File: src/rtl/bpf_pkg.sv
package bpf_pkg;

  typedef enum logic [1:0] {
    PF_READ      = 2'd0,
    PF_WRITE     = 2'd1,
    PF_INSTR     = 2'd2,
    PF_OVERWRITE = 2'd3
  } pf_kind_e;

endpackage

File: src/rtl/bpf_len_clamp.sv
// Bounds the requested byte count with a single compare and select.
module bpf_len_clamp #(
  parameter int LEN_W     = 32,
  parameter int MAX_BYTES = 4096,
  parameter int CL_W      = $clog2(MAX_BYTES) + 1
) (
  input  logic [LEN_W-1:0] len_in,
  output logic [CL_W-1:0]  len_out
);

  localparam logic [LEN_W-1:0] LIMIT_L = LEN_W'(MAX_BYTES);
  localparam logic [CL_W-1:0]  LIMIT_C = CL_W'(MAX_BYTES);

  logic over;

  assign over    = len_in > LIMIT_L;
  assign len_out = over ? LIMIT_C : CL_W'(len_in);

endmodule

File: src/rtl/bpf_span_plan.sv
// Works out which lines a command must request and how the walker steps.
module bpf_span_plan #(
  parameter int ADDR_W  = 32,
  parameter int CL_W    = 13,
  parameter int LINE_SH = 6,
  parameter int LN_W    = ADDR_W - LINE_SH
) (
  input  logic [ADDR_W-1:0] addr,
  input  logic [CL_W-1:0]   clen,
  input  logic              ovw,
  output logic              any,
  output logic [LN_W-1:0]   start_line,
  output logic [LN_W-1:0]   stop_line,
  output logic              jump
);

  logic [ADDR_W-1:0]  end_addr;
  logic [LN_W-1:0]    first_ln;
  logic [LN_W-1:0]    last_ln;
  logic [LINE_SH-1:0] head_off;
  logic [LINE_SH-1:0] tail_off;
  logic               same_ln;
  logic               head_open;
  logic               tail_close;
  logic               head_full;
  logic               tail_full;
  logic               nonzero;

  assign end_addr   = addr + ADDR_W'(clen) - ADDR_W'(1);
  assign first_ln   = addr[ADDR_W-1:LINE_SH];
  assign last_ln    = end_addr[ADDR_W-1:LINE_SH];
  assign head_off   = addr[LINE_SH-1:0];
  assign tail_off   = end_addr[LINE_SH-1:0];
  assign same_ln    = first_ln == last_ln;
  assign head_open  = head_off == '0;
  assign tail_close = &tail_off;
  assign head_full  = head_open && (!same_ln || tail_close);
  assign tail_full  = tail_close && (!same_ln || head_open);
  assign nonzero    = clen != '0;

  always_comb begin
    any        = nonzero;
    start_line = first_ln;
    stop_line  = last_ln;
    jump       = 1'b0;
    if (ovw) begin
      if (same_ln) begin
        any = nonzero && !head_full;
      end else if (!head_full && !tail_full) begin
        jump = 1'b1;
      end else if (!head_full) begin
        stop_line = first_ln;
      end else if (!tail_full) begin
        start_line = last_ln;
      end else begin
        any = 1'b0;
      end
    end
  end

endmodule

File: src/rtl/bpf_line_walker.sv
// Holds the active command and emits one registered line request per handshake.
module bpf_line_walker #(
  parameter int LN_W  = 26,
  parameter int PG_SH = 6,
  parameter int PG_W  = LN_W - PG_SH
) (
  input  logic             clk,
  input  logic             rst,
  input  logic             load,
  input  logic [LN_W-1:0]  load_start,
  input  logic [LN_W-1:0]  load_stop,
  input  logic             load_jump,
  input  logic [1:0]       load_kind,
  input  logic [PG_W-1:0]  load_page,
  input  logic             req_ready,
  output logic             req_valid,
  output logic [LN_W-1:0]  req_line,
  output logic [1:0]       req_kind,
  output logic             req_page_cross,
  output logic             take
);

  logic [LN_W-1:0] cur_q;
  logic [LN_W-1:0] stop_q;
  logic            jump_q;
  logic [1:0]      kind_q;
  logic [PG_W-1:0] page_q;
  logic            crossed_q;
  logic            cross_q;
  logic            valid_q;

  logic [LN_W-1:0] nxt_line;
  logic            at_end;
  logic            load_cross;
  logic            nxt_cross;

  assign take       = valid_q && req_ready;
  assign at_end     = cur_q == stop_q;
  assign nxt_line   = jump_q ? stop_q : cur_q + LN_W'(1);
  assign load_cross = load_start[LN_W-1:PG_SH] != load_page;
  assign nxt_cross  = !crossed_q && (nxt_line[LN_W-1:PG_SH] != page_q);

  always_ff @(posedge clk) begin
    if (rst) begin
      valid_q   <= 1'b0;
      cur_q     <= '0;
      stop_q    <= '0;
      jump_q    <= 1'b0;
      kind_q    <= '0;
      page_q    <= '0;
      crossed_q <= 1'b0;
      cross_q   <= 1'b0;
    end else if (load) begin
      valid_q   <= 1'b1;
      cur_q     <= load_start;
      stop_q    <= load_stop;
      jump_q    <= load_jump;
      kind_q    <= load_kind;
      page_q    <= load_page;
      cross_q   <= load_cross;
      crossed_q <= load_cross;
    end else if (take) begin
      if (at_end) begin
        valid_q <= 1'b0;
        cross_q <= 1'b0;
      end else begin
        cur_q     <= nxt_line;
        cross_q   <= nxt_cross;
        crossed_q <= crossed_q || nxt_cross;
      end
    end
  end

  assign req_valid      = valid_q;
  assign req_line       = cur_q;
  assign req_kind       = kind_q;
  assign req_page_cross = cross_q;

  AST_LOAD_WHEN_IDLE: assert property (@(posedge clk) disable iff (rst)
    load |-> !valid_q);

  AST_HOLD_UNDER_STALL: assert property (@(posedge clk) disable iff (rst)
    (valid_q && !req_ready) |=> (valid_q && $stable(cur_q) && $stable(kind_q) && $stable(cross_q)));

  AST_SINGLE_CROSS: assert property (@(posedge clk) disable iff (rst)
    (take && cross_q) |=> !cross_q);

  AST_CROSS_IN_OTHER_PAGE: assert property (@(posedge clk) disable iff (rst)
    cross_q |-> (valid_q && (cur_q[LN_W-1:PG_SH] != page_q)));

endmodule

File: src/rtl/bulk_prefetch_seq.sv
module bulk_prefetch_seq #(
  parameter int ADDR_W     = 32,
  parameter int LEN_W      = 32,
  parameter int LINE_BYTES = 64,
  parameter int PAGE_BYTES = 4096,
  parameter int MAX_BYTES  = 4096
) (
  input  logic                               clk,
  input  logic                               rst,
  input  logic                               cmd_valid,
  output logic                               cmd_ready,
  input  logic [ADDR_W-1:0]                  cmd_addr,
  input  logic [LEN_W-1:0]                   cmd_len,
  input  logic [1:0]                         cmd_kind,
  output logic                               req_valid,
  input  logic                               req_ready,
  output logic [ADDR_W-$clog2(LINE_BYTES)-1:0] req_line,
  output logic [1:0]                         req_kind,
  output logic                               req_page_cross,
  output logic                               busy
);
  import bpf_pkg::*;

  localparam int LINE_SH   = $clog2(LINE_BYTES);
  localparam int PAGE_SH   = $clog2(PAGE_BYTES);
  localparam int LN_W      = ADDR_W - LINE_SH;
  localparam int PG_SH     = PAGE_SH - LINE_SH;
  localparam int PG_W      = ADDR_W - PAGE_SH;
  localparam int CL_W      = $clog2(MAX_BYTES) + 1;
  localparam int MAX_LINES = MAX_BYTES / LINE_BYTES + 1;
  localparam int CNT_W     = $clog2(MAX_LINES + 1) + 1;

  logic            accept;
  logic            load;
  logic            take;
  logic            w_valid;
  logic [CL_W-1:0] clen;
  logic            plan_any;
  logic [LN_W-1:0] plan_start;
  logic [LN_W-1:0] plan_stop;
  logic            plan_jump;
  pf_kind_e        kind_in;

  assign kind_in = pf_kind_e'(cmd_kind);
  assign accept  = cmd_valid && !w_valid;
  assign load    = accept && plan_any;

  bpf_len_clamp #(
    .LEN_W     (LEN_W),
    .MAX_BYTES (MAX_BYTES),
    .CL_W      (CL_W)
  ) u_clamp (
    .len_in  (cmd_len),
    .len_out (clen)
  );

  bpf_span_plan #(
    .ADDR_W  (ADDR_W),
    .CL_W    (CL_W),
    .LINE_SH (LINE_SH),
    .LN_W    (LN_W)
  ) u_plan (
    .addr       (cmd_addr),
    .clen       (clen),
    .ovw        (kind_in == PF_OVERWRITE),
    .any        (plan_any),
    .start_line (plan_start),
    .stop_line  (plan_stop),
    .jump       (plan_jump)
  );

  bpf_line_walker #(
    .LN_W  (LN_W),
    .PG_SH (PG_SH),
    .PG_W  (PG_W)
  ) u_walk (
    .clk            (clk),
    .rst            (rst),
    .load           (load),
    .load_start     (plan_start),
    .load_stop      (plan_stop),
    .load_jump      (plan_jump),
    .load_kind      (cmd_kind),
    .load_page      (cmd_addr[ADDR_W-1:PAGE_SH]),
    .req_ready      (req_ready),
    .req_valid      (w_valid),
    .req_line       (req_line),
    .req_kind       (req_kind),
    .req_page_cross (req_page_cross),
    .take           (take)
  );

  assign req_valid = w_valid;
  assign busy      = w_valid;
  assign cmd_ready = !w_valid;

  // Per-command count of completed handshakes, used by the checks below.
  logic [CNT_W-1:0] sent_q;
  always_ff @(posedge clk) begin
    if (rst)          sent_q <= '0;
    else if (accept)  sent_q <= '0;
    else if (take)    sent_q <= sent_q + CNT_W'(1);
  end

  AST_SPAN_BOUND: assert property (@(posedge clk) disable iff (rst)
    w_valid |-> (sent_q < CNT_W'(MAX_LINES)));

  AST_OVERWRITE_TWO: assert property (@(posedge clk) disable iff (rst)
    (w_valid && req_kind == PF_OVERWRITE) |-> (sent_q <= CNT_W'(1)));

  AST_ZERO_LEN_IDLE: assert property (@(posedge clk) disable iff (rst)
    (accept && cmd_len == '0) |=> !busy);

  AST_BUSY_FROM_CMD: assert property (@(posedge clk) disable iff (rst)
    $rose(busy) |-> $past(cmd_valid));

endmodule

File: config.mk
export PLATFORM = sky130hd
export DESIGN_NAME = bulk_prefetch_seq
export DESIGN_NICKNAME = d
export VERILOG_FILES = /design/src/rtl/bpf_pkg.sv /design/src/rtl/bpf_len_clamp.sv /design/src/rtl/bpf_span_plan.sv /design/src/rtl/bpf_line_walker.sv /design/src/rtl/bulk_prefetch_seq.sv
export SDC_FILE = /design/constraint.sdc
export NUM_CORES = 1
export LEC_CHECK = 0
export BUFFER_PORTS_ARGS = -buffer_cell sky130_fd_sc_hd__buf_2
export CAP_MARGIN = 5
export CORE_MARGIN = 2
export CORE_UTILIZATION = 50
export DETAILED_ROUTE_END_ITERATION = 7
export PLACE_DENSITY = 0.74
export SLEW_MARGIN = 20
export SYNTH_ARGS = -nofsm -noshare
export SYNTH_HDL_FRONTEND = slang
export SYNTH_HIERARCHICAL = 1
export SYNTH_SLANG_ARGS = --single-unit
File: constraint.sdc
create_clock -name clk -period 16.12 [get_ports clk]
set_clock_uncertainty 0.2 [all_clocks]
set_input_delay 2.418 -clock clk [delete_from_list [all_inputs] [get_ports clk]]
set_output_delay 2.418 -clock clk [all_outputs]
set_load 0.01 [all_outputs]
* After elaboration in Yosys (flattened, before gate mapping)
Cells that the tools add are included.
Storage, ports and cells: word-level logic and storage cells 72, bits of input ports 70, flip-flop bits (word level) 78
Operators by class: reductions and logical operators 23, magnitude comparators 1, add/subtract/negate cells 3, mux-type cells 31, equal/unequal tests 6
Operator list (count):
- $mux W26 | 13
- $eq A26 B26 Y1 | 2
- $ne A20 B20 Y1 | 2
- $add A32 B13 Y32 | 1
- $gt A32 B13 Y1 const B | 1
- $sub A32 B1 Y32 const B | 1
- $add A26 B1 Y26 const B | 1
- $mux W1 | 17
- $mux W13 | 1
- $reduce_bool A13 Y1 | 1
- $logic_and A1 B1 Y1 | 8
- $logic_not A6 Y1 | 1
- $reduce_and A6 Y1 | 1
- $logic_not A1 Y1 | 5
- $reduce_and A2 Y1 | 2
- $reduce_bool A2 Y1 | 2
- $logic_or A1 B1 Y1 | 3
- $eq A2 B2 Y1 const B | 1
- $ne A2 B2 Y1 const B | 1

* Depth between registers and ports, before layout
Gate-level depths: netlist (run 1).
depth in word-level cells 16, gate-level depth with buffers 27, mapped depth without buffers 25

* By module
Netlist (run 1), hierarchy kept.
Modules (own cells, without submodules):
- bpf_line_walker | area an instance 5336.4 um^2, cells each 655, times used 1, seq. area each 1561.5 um^2
- bpf_span_plan | area an instance 4120.2 um^2, cells each 625, times used 1, seq. area each 0.0 um^2
- bpf_len_clamp | area an instance 292.8 um^2, cells each 31, times used 1, seq. area each 0.0 um^2
- bulk_prefetch_seq | area an instance 26.3 um^2, cells each 4, times used 1, seq. area each 0.0 um^2

* Worst setup path after synthesis (run 1)
OpenSTA, ideal clock, no wires.
path kind input to register, from input cmd_len[0], to register u_walk.crossed_q, setup slack 7404 ps, buffers on the path 2, required time 15795 ps, setup time 125 ps, arrival time 8391 ps, cell stages on the path 27, cells stage by stage nor4_4 a31oi_4 nor4b_1 inv_1 ha_1 inv_1 ha_1 inv_1 fa_1 nand2b_1 a21oi_2 nor2_4 xnor3_1 a2111o_1 or4_1 nor4_2 o2111ai_2 or4_1 buf_2 buf_6 a31o_1 xor2_1 nor4_1 nand3_1 o31ai_1 a21boi_0 o22ai_1
Between the ends: elaborated cells between the ends (all ways) 32, classes of those cells add/sub: 2; order compare: 1; eq/ne: 3; mux: 12; reduce/logical: 14
RTL lines:
- start, declared | RTL line bulk_prefetch_seq.sv:13 | input logic [LEN_W-1:0] cmd_len,
- $gt A32 B13 Y1 * | RTL line bpf_len_clamp.sv:16 | assign over = len_in > LIMIT_L;
- $mux W13 * | RTL line bpf_len_clamp.sv:17 | assign len_out = over ? LIMIT_C : CL_W'(len_in);
- named net clen[1] | RTL line bulk_prefetch_seq.sv:37 | logic [CL_W-1:0] clen;
- $add A32 B13 Y32 * | RTL line bpf_span_plan.sv:29 | assign end_addr = addr + ADDR_W'(clen) - ADDR_W'(1);
- $sub A32 B1 Y32 * | RTL line bpf_span_plan.sv:29
- $eq A26 B26 Y1 | RTL line bpf_span_plan.sv:34 | assign same_ln = first_ln == last_ln;
- $logic_not A1 Y1 | RTL line bpf_span_plan.sv:37, bpf_span_plan.sv:38
- $logic_or A1 B1 Y1 (on tied branches) | RTL line bpf_span_plan.sv:38, bpf_span_plan.sv:37
- $logic_and A1 B1 Y1 (on tied branches) | RTL line bpf_span_plan.sv:38, bpf_span_plan.sv:37
- $mux W26 or $logic_not A1 Y1 (tied branches) | RTL line bpf_span_plan.sv:53, bpf_span_plan.sv:49
- $mux W26 or $logic_and A1 B1 Y1 (tied branches) | RTL line bpf_span_plan.sv:51, bpf_span_plan.sv:49
- $mux W26 | RTL line bpf_span_plan.sv:49 | end else if (!head_full && !tail_full) begin
- $mux W26 * | RTL line bpf_span_plan.sv:47 | if (same_ln) begin
- $mux W26 * | RTL line bpf_span_plan.sv:46 | if (ovw) begin
- named net plan_start[6] | RTL line bulk_prefetch_seq.sv:39 | logic [LN_W-1:0] plan_start;
- $ne A20 B20 Y1 * | RTL line bpf_line_walker.sv:40 | assign load_cross = load_start[LN_W-1:PG_SH] != load_page;
- $mux W1 * | RTL line bpf_line_walker.sv:53 | end else if (load) begin
- end signal, assigned | RTL line bpf_line_walker.sv:61 | crossed_q <= load_cross;
- end signal, assigned | RTL line bpf_line_walker.sv:69 | crossed_q <= crossed_q || nxt_cross;
- end, declared | RTL line bpf_line_walker.sv:28 | logic crossed_q;
The timed path passes the listed nets; every way through them passes the cells marked *. A chain may end at the register's enable or synchronous reset.

* Worst setup path after layout (run 1)
from input cmd_len[20], to register u_walk.crossed_q
The elaborated chain is that of the path after synthesis.

==> summary.md, run 1 <==
| Metric | Value |
|---|---|
| Fmax achieved | `approximately 99 MHz` |
| X dimension of the die | `roughly 140 microns` |
| Final-report setup violation count | `0` |
| Final critical-path share of the clock period | `roughly 62%` |
| Core Footprint | `just under 20000 sq um` |
| FP Rows | `51` |
| Total Negative Setup Slacks | `0 ns` |
| Aggregate routed wire length | `approximately 33 mm` |
| Global-route wire length before repair | `between 40 and 50 mm` |
| Drt via density | `approximately 6.4` |
| Final Wtd Congestion | `approximately 0.94` |
| Remaining DRCs | `0` |
| Worst ir drop on vdd | `0.0584 mV` |
| Port buffer count | `101` |
| Shortest period the worst path allows | `about 10 ns` |
| Reported max-cap violation count | `0` |
| Peak per-stage delay on the critical path | `a little over 1 ns` |
| Root buf cell | `sky130_fd_sc_hd__clkbuf_16` |
| DRT Pass-1 Iters | `6` |
| Top cell family by delay on the critical path | `simple AND/OR/NAND/NOR gates` |
| Total clock buffers created by CTS | `9` |
| Remaining global-route overflow | `0` |
| Layout cells sized above 1 | `13.6%` |
| Post-Synthesis Net Count | `around 1.4k` |
| Routed Antenna Nets | `0` |
| Critical path's slowest cell | `sky130_fd_sc_hd__or4_1` |
| Violation count after the first detailed-route iteration | `about 1.1k` |
| Die ar. | `between 20000 and 25000 sq um` |
| Initial cell density of the core | `50.5%` |
| Number of global-route vias before repair | `approximately 9.0k` |
| Post-DP HPWL | `around 26 mm` |
| Unrepaired setup endpoints after global routing | `no` |
| Total global routing track utilization | `a little over 30%` |
| Clock latency of the later-clocked register in the worst-skew pair | `0.35 ns` |
| Avg Cell Area, Syn | `7.44 sq um` |
| Total of cells resized after clock tree synthesis | `0` |
| Min-Delay Path Class | `flip-flop to flip-flop` |
| Final routed wire length divided by cell count | `approximately 21 microns` |
| Die Span Y | `around 140 microns` |
| Relative slew slack | `roughly 28%` |
| CTS Hold Buffers Added | `0` |
| Launching point of the worst reg2reg path | `u_walk/req_line[0]$_SDFFE_PP0P_` |
| Initial antenna violation count | `1` |
| End of the worst hold path | `u_walk/req_page_cross$_SDFFE_PP0P_` |
| Layout overhead on the synthesized area | `7.98%` |
| Hold path depth | `1` |
| Crit path buf inv count | `4` |
| Maximum number of pins on one net before global-route repair | `80` |
| Cell leakage power | `around 0.0043 uW` |
| Total setup buffers inserted after CTS | `0` |
| Crit end category | `flip-flop` |
| Clock tree from TritonCTS | `yes` |
| Clk sink count | `just under 80` |
| Start point of the worst min-delay path | `u_walk/crossed_q$_SDFFE_PP0P_` |
| Clock-pin slew of the registers on the worst-case setup and hold paths | `roughly 0.060 ns` |
| Final Worst Setup Slack | `between 6 and 7 ns` |
| Pre-CTS setup slack | `5.60 ns` |
| Detailed-route via count | `~10k` |
| PD cells | `a little over 70 nW/um^2` |
| Status | `finished, final reports clean` |
| Data arrival time of the critical path | `a little over 10 ns` |
| Classification of the worst setup path | `input port to flip-flop` |
| Setup slack of the most critical reg-to-reg path | `roughly 12 ns` |
| Number of warnings issued by yosys | `6` |
| Number of antenna cells inserted | `0` |
| Max Buffers Root-to-Sink | `2` |
| Worst setup SP type | `input port` |
| Worst Path Max Fanout | `26` |
| Final Hold Fails | `0` |
| CP most frequent cell | `sky130_fd_sc_hd__inv_1` |
| Number of pins with negative max-slew slack in the final report | `0` |
| H-tree depth reported by CTS | `3` |
| Count of cells along the worst register-to-register path | `9` |
| Required time at the worst-slack endpoint | `approximately 16 ns` |
| Post-synthesis instance total | `about 1.3k` |
| Actual slew at the worst max-slew pin | `approximately 1.1 ns` |
| Endpoint of the worst-slack reg-to-reg timing path | `u_walk/req_page_cross$_SDFFE_PP0P_` |
| Synthesized area | `a little under 10000 sq um` |
| I/O pin total | `slightly above 100` |
| Final nets | `between 1k and 1.5k` |
==> worst register-to-register path: cells and delay by family, from the launching register on <==
family,cells,cell delay (ns)
AND/OR/NAND/NOR,3,1.27
AO/OA/AOI/OAI,5,1.50
adder cells (fa/ha/maj),1,0.29
flip-flops,1,0.49
==> stage by stage <==
stage,total power [uW],instances,utilization (%),area [sq um],hold slack [ns]
final,758,1614,54.6,10600,0.273
after global routing,794,1614,54.6,10600,0.281
after CTS,750,1614,54.5,10500,0.266
after detailed placement,557,1598,53.1,10300,0.245
after global placement,555,1598,53.1,10300,0.245
after floorplan,461,1314,-,9770,0.228
==> report_power, final <==
group	internal [uW]	switching, uW
Combinational	126	199
Clock	105	88.1
Sequential	209	30.3
==> sequential cells by signal, indices dropped and copies added, names as in the netlist <==
signal,flops
u_walk/page_q,20
u_walk/req_page_cross,1
u_walk/req_line,26
u_walk/crossed_q,1
u_walk/req_kind,2
u_walk/req_valid,1
u_walk/jump_q,1
u_walk/stop_q,26
==> cell type report <==
| cell class | count | area (sq um) |
|---|---|---|
| inverters | 103 | 387 |
| fillers | 1871 | 8780 |
| well taps | 265 | 332 |
| repair buffers | 110 | 573 |
| clock buffers | 10 | 229 |
| multi-input cells | 1042 | 7420 |
| clock inverters | 6 | 46.3 |
| flip-flops and latches | 78 | 1560 |
==> worst max-delay path by stage <==
stage	cells after the start	from	slack (ns)	end
finish	26	cmd_len[20]	6.05	u_walk/crossed_q$_SDFFE_PP0P_
detailed placement	26	cmd_len[20]	5.60	u_walk/crossed_q$_SDFFE_PP0P_
global placement	26	cmd_len[20]	5.76	u_walk/crossed_q$_SDFFE_PP0P_
global route	26	cmd_len[20]	5.51	u_walk/crossed_q$_SDFFE_PP0P_
floorplan	27	cmd_len[0]	7.40	u_walk/crossed_q$_SDFFE_PP0P_
CTS	26	cmd_len[20]	5.96	u_walk/crossed_q$_SDFFE_PP0P_
==> routing by layer <==
layer / part of all wire, % / vias up / routed length, microns / global-route usage (%)
met5: 0.036 / - / 12 / 0
met4: 2.9 / 2 / 959 / 8.88
met3: 9.2 / 73 / 3060 / 4.17
met2: 44 / 556 / 14800 / 49.4
met1: 43 / 4817 / 14400 / 43.8
li1: - / 4825 / - / -
==> cell usage in the layout, fill, tap and decap left out, types with 21 or more instances in the layout <==
cell type,instances
sky130_fd_sc_hd__nor2_1,121
sky130_fd_sc_hd__a31o_1,21
sky130_fd_sc_hd__a21oi_1,72
sky130_fd_sc_hd__nor3_1,30
sky130_fd_sc_hd__ha_1,44
sky130_fd_sc_hd__nand3_1,30
sky130_fd_sc_hd__o41ai_1,27
sky130_fd_sc_hd__mux2i_1,65
sky130_fd_sc_hd__o21ai_0,62
sky130_fd_sc_hd__inv_1,103
sky130_fd_sc_hd__nor4_1,23
sky130_fd_sc_hd__xnor2_1,82
sky130_fd_sc_hd__nand2_1,120
sky130_fd_sc_hd__nand4_1,35
sky130_fd_sc_hd__dfxtp_1,77
sky130_fd_sc_hd__xor2_1,37
sky130_fd_sc_hd__buf_2,101
No activity file was read; power rests on OpenSTA's default activity.
==> inputs of run 2 (changes only) <==
==> constraint.sdc (replaced) <==
create_clock -name clk -period 10 [get_ports clk]
set_clock_uncertainty 0.2 [all_clocks]
set_input_delay 1.5 -clock clk [delete_from_list [all_inputs] [get_ports clk]]
set_output_delay 1.5 -clock clk [all_outputs]
set_load 0.01 [all_outputs]
==> run 2 against run 1 <==
Compared with the run above: sequential power is 61% higher; core utilization grew 0.17 points; sequential share of layout area about the same; design area increased by 0.31%; clock-buffer cell count down 1; critical path type unchanged; largest cell class unchanged; largest power group unchanged.
==> summary.md, run 2 (synthesized netlist as in run 1, its figures left out) <==
| Metric | Value |
|---|---|
| Status | `finished, final reports clean (unchanged)` |
| Post-DP HPWL | `24.9 mm (was 25.7 mm)` |
| Classification of the worst setup path | `input port to flip-flop (unchanged)` |
| Worst ir drop on vdd | `0.0896 mV (was 0.0584 mV)` |
| Remaining DRCs | `0 (unchanged)` |
| Total placed cells including tap cells | `1600 (was 1598)` |
| Routed Antenna Nets | `0 (unchanged)` |
| H-tree depth reported by CTS | `3 (unchanged)` |
| DRT Pass-1 Iters | `7 (was 6)` |
| Actual slew at the worst max-slew pin | `1.18 ns (was 1.07 ns)` |
| Crit path buf inv count | `5 (was 4)` |
| Final non-filler cell total | `1615 (was 1614)` |
| Clock latency of the later-clocked register in the worst-skew pair | `0.34 ns (was 0.35 ns)` |
| Required time at the worst-slack endpoint | `9.98 ns (was 16.11 ns)` |
| PD cells | `117 nW/um^2 (was 71.8 nW/um^2)` |
| Pre-CTS setup slack | `0.851 ns (was 5.60 ns)` |
| FP Rows | `51 (unchanged)` |
| Number of global-route vias before repair | `9138 (was 8954)` |
| Worst Path Max Fanout | `26 (unchanged)` |
| Global-route wire length before repair | `49.5 mm (was 49.8 mm)` |
| Crit end category | `flip-flop (unchanged)` |
| Core Footprint | `19300 sq um (unchanged)` |
| Power after layout | `1240 uW (was 758 uW)` |
| Clock tree from TritonCTS | `yes (unchanged)` |
| Total of cells resized after clock tree synthesis | `0 (unchanged)` |
| Drt via density | `6.35 (was 6.36)` |
| Final critical-path share of the clock period | `between 80 and 90%` |
| Initial cell density of the core | `50.5% (unchanged)` |
| CTS Hold Buffers Added | `0 (unchanged)` |
| Die Span Y | `144 microns (unchanged)` |
| Final Wtd Congestion | `1.02 (was 0.944)` |
| Total cell area at the placement stage | `10300 sq um (about the same)` |
| Final routed wire length divided by cell count | `19.9 microns (was 20.6 microns)` |
| Remaining global-route overflow | `0 (unchanged)` |
| Unrepaired setup endpoints after global routing | `no (unchanged)` |
| Max Buffers Root-to-Sink | `2 (unchanged)` |
| Worst setup SP type | `input port (unchanged)` |
| CP most frequent cell | `sky130_fd_sc_hd__inv_1 (unchanged)` |
| Total clock buffers created by CTS | `9 (unchanged)` |
| Final standard cell area without fillers | `10600 sq um (about the same)` |
| Port buffer count | `101 (unchanged)` |
| Data arrival time of the critical path | `8.82 ns (was 10.05 ns)` |
| Layout fillers | `1865 (was 1871)` |
| Detailed-route via count | `10.3k (about the same)` |
| Final nets | `1461 (was 1459)` |
| Fmax achieved | `113 MHz` |
| Reported max-cap violation count | `0 (unchanged)` |
| Clock-pin slew of the registers on the worst-case setup and hold paths | `0.06 ns (about the same)` |
| Layout overhead on the synthesized area | `8.31% (was 7.98%)` |
| I/O pin total | `102 (unchanged)` |
| Total Negative Setup Slacks | `0 ns (unchanged)` |
| Critical path's slowest cell | `sky130_fd_sc_hd__or4_1 (unchanged)` |
| Most common cell after layout, fill and taps aside | `sky130_fd_sc_hd__nor2_1 (unchanged)` |
| Final-report setup violation count | `0 (unchanged)` |
| Total setup buffers inserted after CTS | `0 (unchanged)` |
| Shortest period the worst path allows | `~8.8 ns` |
| Initial antenna violation count | `0 (was 1)` |
| Number of pins with negative max-slew slack in the final report | `0 (unchanged)` |
| Maximum number of pins on one net before global-route repair | `80 (unchanged)` |
| Number of antenna cells inserted | `0 (unchanged)` |
| X dimension of the die | `144 microns (unchanged)` |
| Peak per-stage delay on the critical path | `0.89 ns (was 1.02 ns)` |
| Total global routing track utilization | `30.5% (was 31.1%)` |
| Aggregate routed wire length | `32.1 mm (was 33.2 mm)` |
| Highest-count cells in the layout ignoring fill and taps | `121 x sky130_fd_sc_hd__nor2_1, 120 x sky130_fd_sc_hd__nand2_1, 103 x sky130_fd_sc_hd__inv_1 (unchanged)` |
| Relative slew slack | `20.6% (was 28.4%)` |
| Violation count after the first detailed-route iteration | `1335 (was 1143)` |
| Final Worst Setup Slack | `1.16 ns (was 6.05 ns)` |
| Root buf cell | `sky130_fd_sc_hd__clkbuf_16 (unchanged)` |
| Clk sink count | `78 (unchanged)` |
| Die ar. | `20700 sq um (unchanged)` |
| Final Hold Fails | `0 (unchanged)` |
| Layout cells sized above 1 | `13.7% (was 13.6%)` |
| Top cell family by delay on the critical path | `simple AND/OR/NAND/NOR gates (unchanged)` |
| Min-Delay Path Class | `flip-flop to flip-flop (unchanged)` |
| Cell leakage power | `0.00429 uW (was 0.00427 uW)` |
## run 2: cell count changes in the layout (fill, tap and decap cells not counted), sizes merged
cell	change
bufinv	+1
clkinv	-2
buf	+2
clkinvlp	+1
clkbuf	-1
## run 2: stage by stage
stage / utilization (%) / hold slack, ns
global placement: 53.2 / 0.246
global route: 54.7 / 0.280
detailed placement: 53.2 / 0.251
finish: 54.7 / 0.261
CTS: 54.7 / 0.259
floorplan: - / 0.228
## run 2: metal layers
layer | GRT usage, % | share of wire (%) | up-vias
met5 | 0 | 0 | -
met4 | 10.9 | 3.1 | 0
met3 | 5.30 | 9.3 | 78
met2 | 47.8 | 44 | 573
met1 | 42.0 | 43 | 4774
li1 | - | - | 4834
## run 2: where the power goes
group	switching [uW]	internal (uW)	total (uW)
clock	139	194	333
combinational	314	204	519
sequential	49.8	338	387
total	504	736	1240
## run 2: area by class of cell
type / instances / area, sq um / area share [%]
clock buffer: 9 / 225 / 2.13
clock inverter: 6 / 70.1 / 0.662
tap: 265 / 332 / 3.13
inverter: 103 / 387 / 3.65
sequential: 78 / 1560 / 14.8
multi-input combinational: 1042 / 7420 / 70.1
timing repair buffer: 112 / 588 / 5.56
## run 2: path summary, 6_finish.rpt
kind | startpoint | end | slack (ns) | cells after the start
max | cmd_len[20] | u_walk/crossed_q$_SDFFE_PP0P_ | 1.16 | 27
max reg2reg | u_walk/req_line[0]$_SDFFE_PP0P_ | u_walk/crossed_q$_SDFFE_PP0P_ | 6.19 | 9
min reg2reg | u_walk/crossed_q$_SDFFE_PP0P_ | u_walk/req_page_cross$_SDFFE_PP0P_ | 0.26 | 1
min | u_walk/crossed_q$_SDFFE_PP0P_ | u_walk/req_page_cross$_SDFFE_PP0P_ | 0.26 | 1
==> inputs of run 3 (changes only) <==
--- a/config.mk
+++ b/config.mk
@@ -9,8 +9,10 @@
 export CAP_MARGIN = 5
 export CORE_MARGIN = 2
 export CORE_UTILIZATION = 50
+export CTS_CLUSTER_SIZE = 8
 export DETAILED_ROUTE_END_ITERATION = 7
 export PLACE_DENSITY = 0.74
+export REMOVE_ABC_BUFFERS = 1
 export SLEW_MARGIN = 20
 export SYNTH_ARGS = -nofsm -noshare
 export SYNTH_HDL_FRONTEND = slang
==> run 3 against run 2 <==
Compared with the run above: sequential cell count is the same; die area is the same; setup slack got worse by 0.14 ns; global-route usage is 1.8 points higher; clock power shrank 5%; sequential share of layout area hardly changed; sequential power about the same; clock-buffer cell count increased by 1; design area decreased by 0.22%; hold slack gained 0.0090 ns; critical path type unchanged; critical endpoint unchanged; largest cell class unchanged; largest power group unchanged.
==> summary.md, run 3 (synthesized netlist as in run 1, its figures left out) <==
| Metric | Value |
|---|---|
| Status | `finished, final reports clean (unchanged)` |
| Die ar. | `20700 sq um (unchanged)` |
| Fmax achieved | `111 MHz (was 113 MHz)` |
| Endpoint of the worst-slack reg-to-reg timing path | `u_walk/req_page_cross$_SDFFE_PP0P_ (was u_walk/crossed_q$_SDFFE_PP0P_)` |
| DRT Pass-1 Iters | `6 (was 7)` |
| Power after layout | `1230 uW (was 1240 uW)` |
| Pre-CTS setup slack | `0.780 ns (was 0.851 ns)` |
| H-tree depth reported by CTS | `3 (unchanged)` |
| Worst ir drop on vdd | `0.0843 mV (was 0.0896 mV)` |
| Global-route wire length before repair | `51.9 mm (was 49.5 mm)` |
| Shortest period the worst path allows | `8.98 ns (was 8.84 ns)` |
| Required time at the worst-slack endpoint | `9.99 ns (was 9.98 ns)` |
| End of the worst hold path | `u_walk/req_page_cross$_SDFFE_PP0P_ (unchanged)` |
| Total setup buffers inserted after CTS | `0 (unchanged)` |
| Remaining global-route overflow | `0 (unchanged)` |
| Fraction of power consumed by combinational cells | `42.7% (was 41.8%)` |
| Number of global-route vias before repair | `9230 (was 9138)` |
| Clock latency of the later-clocked register in the worst-skew pair | `0.34 ns (about the same)` |
| Total clock buffers created by CTS | `9 (unchanged)` |
| Start point of the worst min-delay path | `u_walk/crossed_q$_SDFFE_PP0P_ (unchanged)` |
| Classification of the worst setup path | `input port to flip-flop (unchanged)` |
| Number of pins with negative max-slew slack in the final report | `0 (unchanged)` |
| Final nets | `1460 (was 1461)` |
| Switching power summed over all nets | `512 uW (was 504 uW)` |
| Total global routing track utilization | `32.3% (was 30.5%)` |
| Cell leakage power | `0.00429 uW (about the same)` |
| Post-DP HPWL | `26.1 mm (was 24.9 mm)` |
| Unrepaired setup endpoints after global routing | `no (unchanged)` |
| Clk sink count | `78 (unchanged)` |
| Drt via density | `6.43 (was 6.35)` |
| Final Hold Fails | `0 (unchanged)` |
| Register share of total power | `31.5% (was 31.3%)` |
| FP Rows | `51 (unchanged)` |
| CTS Hold Buffers Added | `0 (unchanged)` |
| Fraction of the core area covered by cells at the end of the flow | `54.6% (was 54.7%)` |
| PD cells | `117 nW/um^2 (about the same)` |
| Layout cells sized above 1 | `13.7% (unchanged)` |
| Reported max-cap violation count | `0 (unchanged)` |
| X dimension of the die | `144 microns (unchanged)` |
| Detailed-route via count | `10.4k (was 10.3k)` |
| Most common cell after layout, fill and taps aside | `sky130_fd_sc_hd__nor2_1 (unchanged)` |
| Total Negative Setup Slacks | `0 ns (unchanged)` |
| Data arrival time of the critical path | `8.96 ns (was 8.82 ns)` |
| Worst Path Max Fanout | `26 (unchanged)` |
| Crit path buf inv count | `5 (unchanged)` |
| Total of cells resized after clock tree synthesis | `0 (unchanged)` |
| Count of cells along the worst register-to-register path | `8 (was 9)` |
| Critical path's slowest cell | `sky130_fd_sc_hd__or4_1 (unchanged)` |
| Clock-pin slew of the registers on the worst-case setup and hold paths | `0.06 ns (about the same)` |
| Initial cell density of the core | `50.5% (unchanged)` |
| Peak per-stage delay on the critical path | `0.91 ns (was 0.89 ns)` |
| Highest-count cells in the layout ignoring fill and taps | `121 x sky130_fd_sc_hd__nor2_1, 120 x sky130_fd_sc_hd__nand2_1, 103 x sky130_fd_sc_hd__inv_1 (unchanged)` |
| Setup slack of the most critical reg-to-reg path | `5.91 ns (was 6.19 ns)` |
| Min-Delay Path Class | `flip-flop to flip-flop (unchanged)` |
| Core Footprint | `19300 sq um (unchanged)` |
| CP most frequent cell | `sky130_fd_sc_hd__inv_1 (unchanged)` |
| I/O pin total | `102 (unchanged)` |
| Relative slew slack | `25.7% (was 20.6%)` |
| Internal power of the cells | `719 uW (was 736 uW)` |
| Crit end category | `flip-flop (unchanged)` |
| Launching point of the worst reg2reg path | `u_walk/req_line[8]$_SDFFE_PP0P_ (was u_walk/req_line[0]$_SDFFE_PP0P_)` |
| Remaining DRCs | `0 (unchanged)` |
| Final critical-path share of the clock period | `89.8% (was 88.4%)` |
| Die Span Y | `144 microns (unchanged)` |
| Port buffer count | `101 (unchanged)` |
| Final-report setup violation count | `0 (unchanged)` |
| Layout overhead on the synthesized area | `8.07% (was 8.31%)` |
| Routed Antenna Nets | `0 (unchanged)` |
| Aggregate routed wire length | `34.1 mm (was 32.1 mm)` |
| Fraction of power spent switching nets | `41.6% (was 40.6%)` |
| Clock tree from TritonCTS | `yes (unchanged)` |
| Final routed wire length divided by cell count | `21.1 microns (was 19.9 microns)` |
| Clock network power share | `25.8% (was 26.9%)` |
| Initial antenna violation count | `1 (was 0)` |
| Worst setup SP type | `input port (unchanged)` |
| Top cell family by delay on the critical path | `simple AND/OR/NAND/NOR gates (unchanged)` |
| Actual slew at the worst max-slew pin | `1.11 ns (was 1.18 ns)` |
| Final Wtd Congestion | `0.964 (was 1.02)` |
| Hold path depth | `1 (unchanged)` |
| Violation count after the first detailed-route iteration | `1303 (was 1335)` |
| Max Buffers Root-to-Sink | `2 (unchanged)` |
| Root buf cell | `sky130_fd_sc_hd__clkbuf_16 (unchanged)` |
| Maximum number of pins on one net before global-route repair | `80 (unchanged)` |
| Final Worst Setup Slack | `1.02 ns (was 1.16 ns)` |
## run 3: cell count changes in the layout (fill, tap and decap cells not counted)
cell | previous run | this run
sky130_fd_sc_hd__buf_4 | 11 | 10
sky130_fd_sc_hd__bufinv_16 | 1 | 0
sky130_fd_sc_hd__clkbuf_8 | 0 | 1
sky130_fd_sc_hd__clkinv_2 | 0 | 2
sky130_fd_sc_hd__clkinv_4 | 0 | 2
sky130_fd_sc_hd__clkinvlp_4 | 3 | 1
sky130_fd_sc_hd__diode_2 | 0 | 1
sky130_fd_sc_hd__inv_6 | 2 | 0
sky130_fd_sc_hd__inv_8 | 0 | 1
sky130_fd_sc_hd__mux2i_2 | 0 | 1
sky130_fd_sc_hd__mux2i_4 | 1 | 0
## run 3: how the worst max path moves through the flow
stage | cells past startpoint | startpoint | endpoint
floorplan | 25 | cmd_len[20] | u_walk/crossed_q$_SDFFE_PP0P_
global placement | 27 | cmd_len[20] | u_walk/crossed_q$_SDFFE_PP0P_
detailed placement | 27 | cmd_len[20] | u_walk/crossed_q$_SDFFE_PP0P_
CTS | 27 | cmd_len[20] | u_walk/crossed_q$_SDFFE_PP0P_
global route | 27 | cmd_len[20] | u_walk/crossed_q$_SDFFE_PP0P_
finish | 27 | cmd_len[20] | u_walk/crossed_q$_SDFFE_PP0P_
## run 3: final cells by class
class                           instances  area (sq um)
Multi-Input combinational cell       1042          7410
Sequential cell                        78          1560
Tap cell                              265           332
Fill cell                            1912          8770
Inverter                              103           387
Clock buffer                           10           239
Clock inverter                          6          46.3
Timing Repair Buffer                  111           581
Antenna cell                            1          2.50
## run 3: per-stage QoR
step,hold WS [ns],instance area (sq um),cells
floorplan,0.229,9320,1223
global placement,0.245,10300,1599
detailed placement,0.255,10300,1599
CTS,0.270,10600,1615
global route,0.307,10600,1615
finish,0.270,10600,1616
## run 3: per-layer routing
layer,vias to the layer above,track usage (%),part of all wire [%]
met5,-,0,0.18
met4,2,9.65,3.2
met3,68,4.73,9.6
met2,559,50.7,44
met1,4930,45.7,43
li1,4836,-,-
## run 3: power groups by stage
| stage | Clock, uW | Sequential, uW | Combinational, uW |
|---|---|---|---|
| after global routing | 334 | 391 | 567 |
| after floorplan | 0 | 383 | 348 |
| after CTS | 323 | 386 | 512 |
| final | 317 | 388 | 525 |
| after detailed placement | 0 | 393 | 509 |
| after global placement | 0 | 392 | 508 |
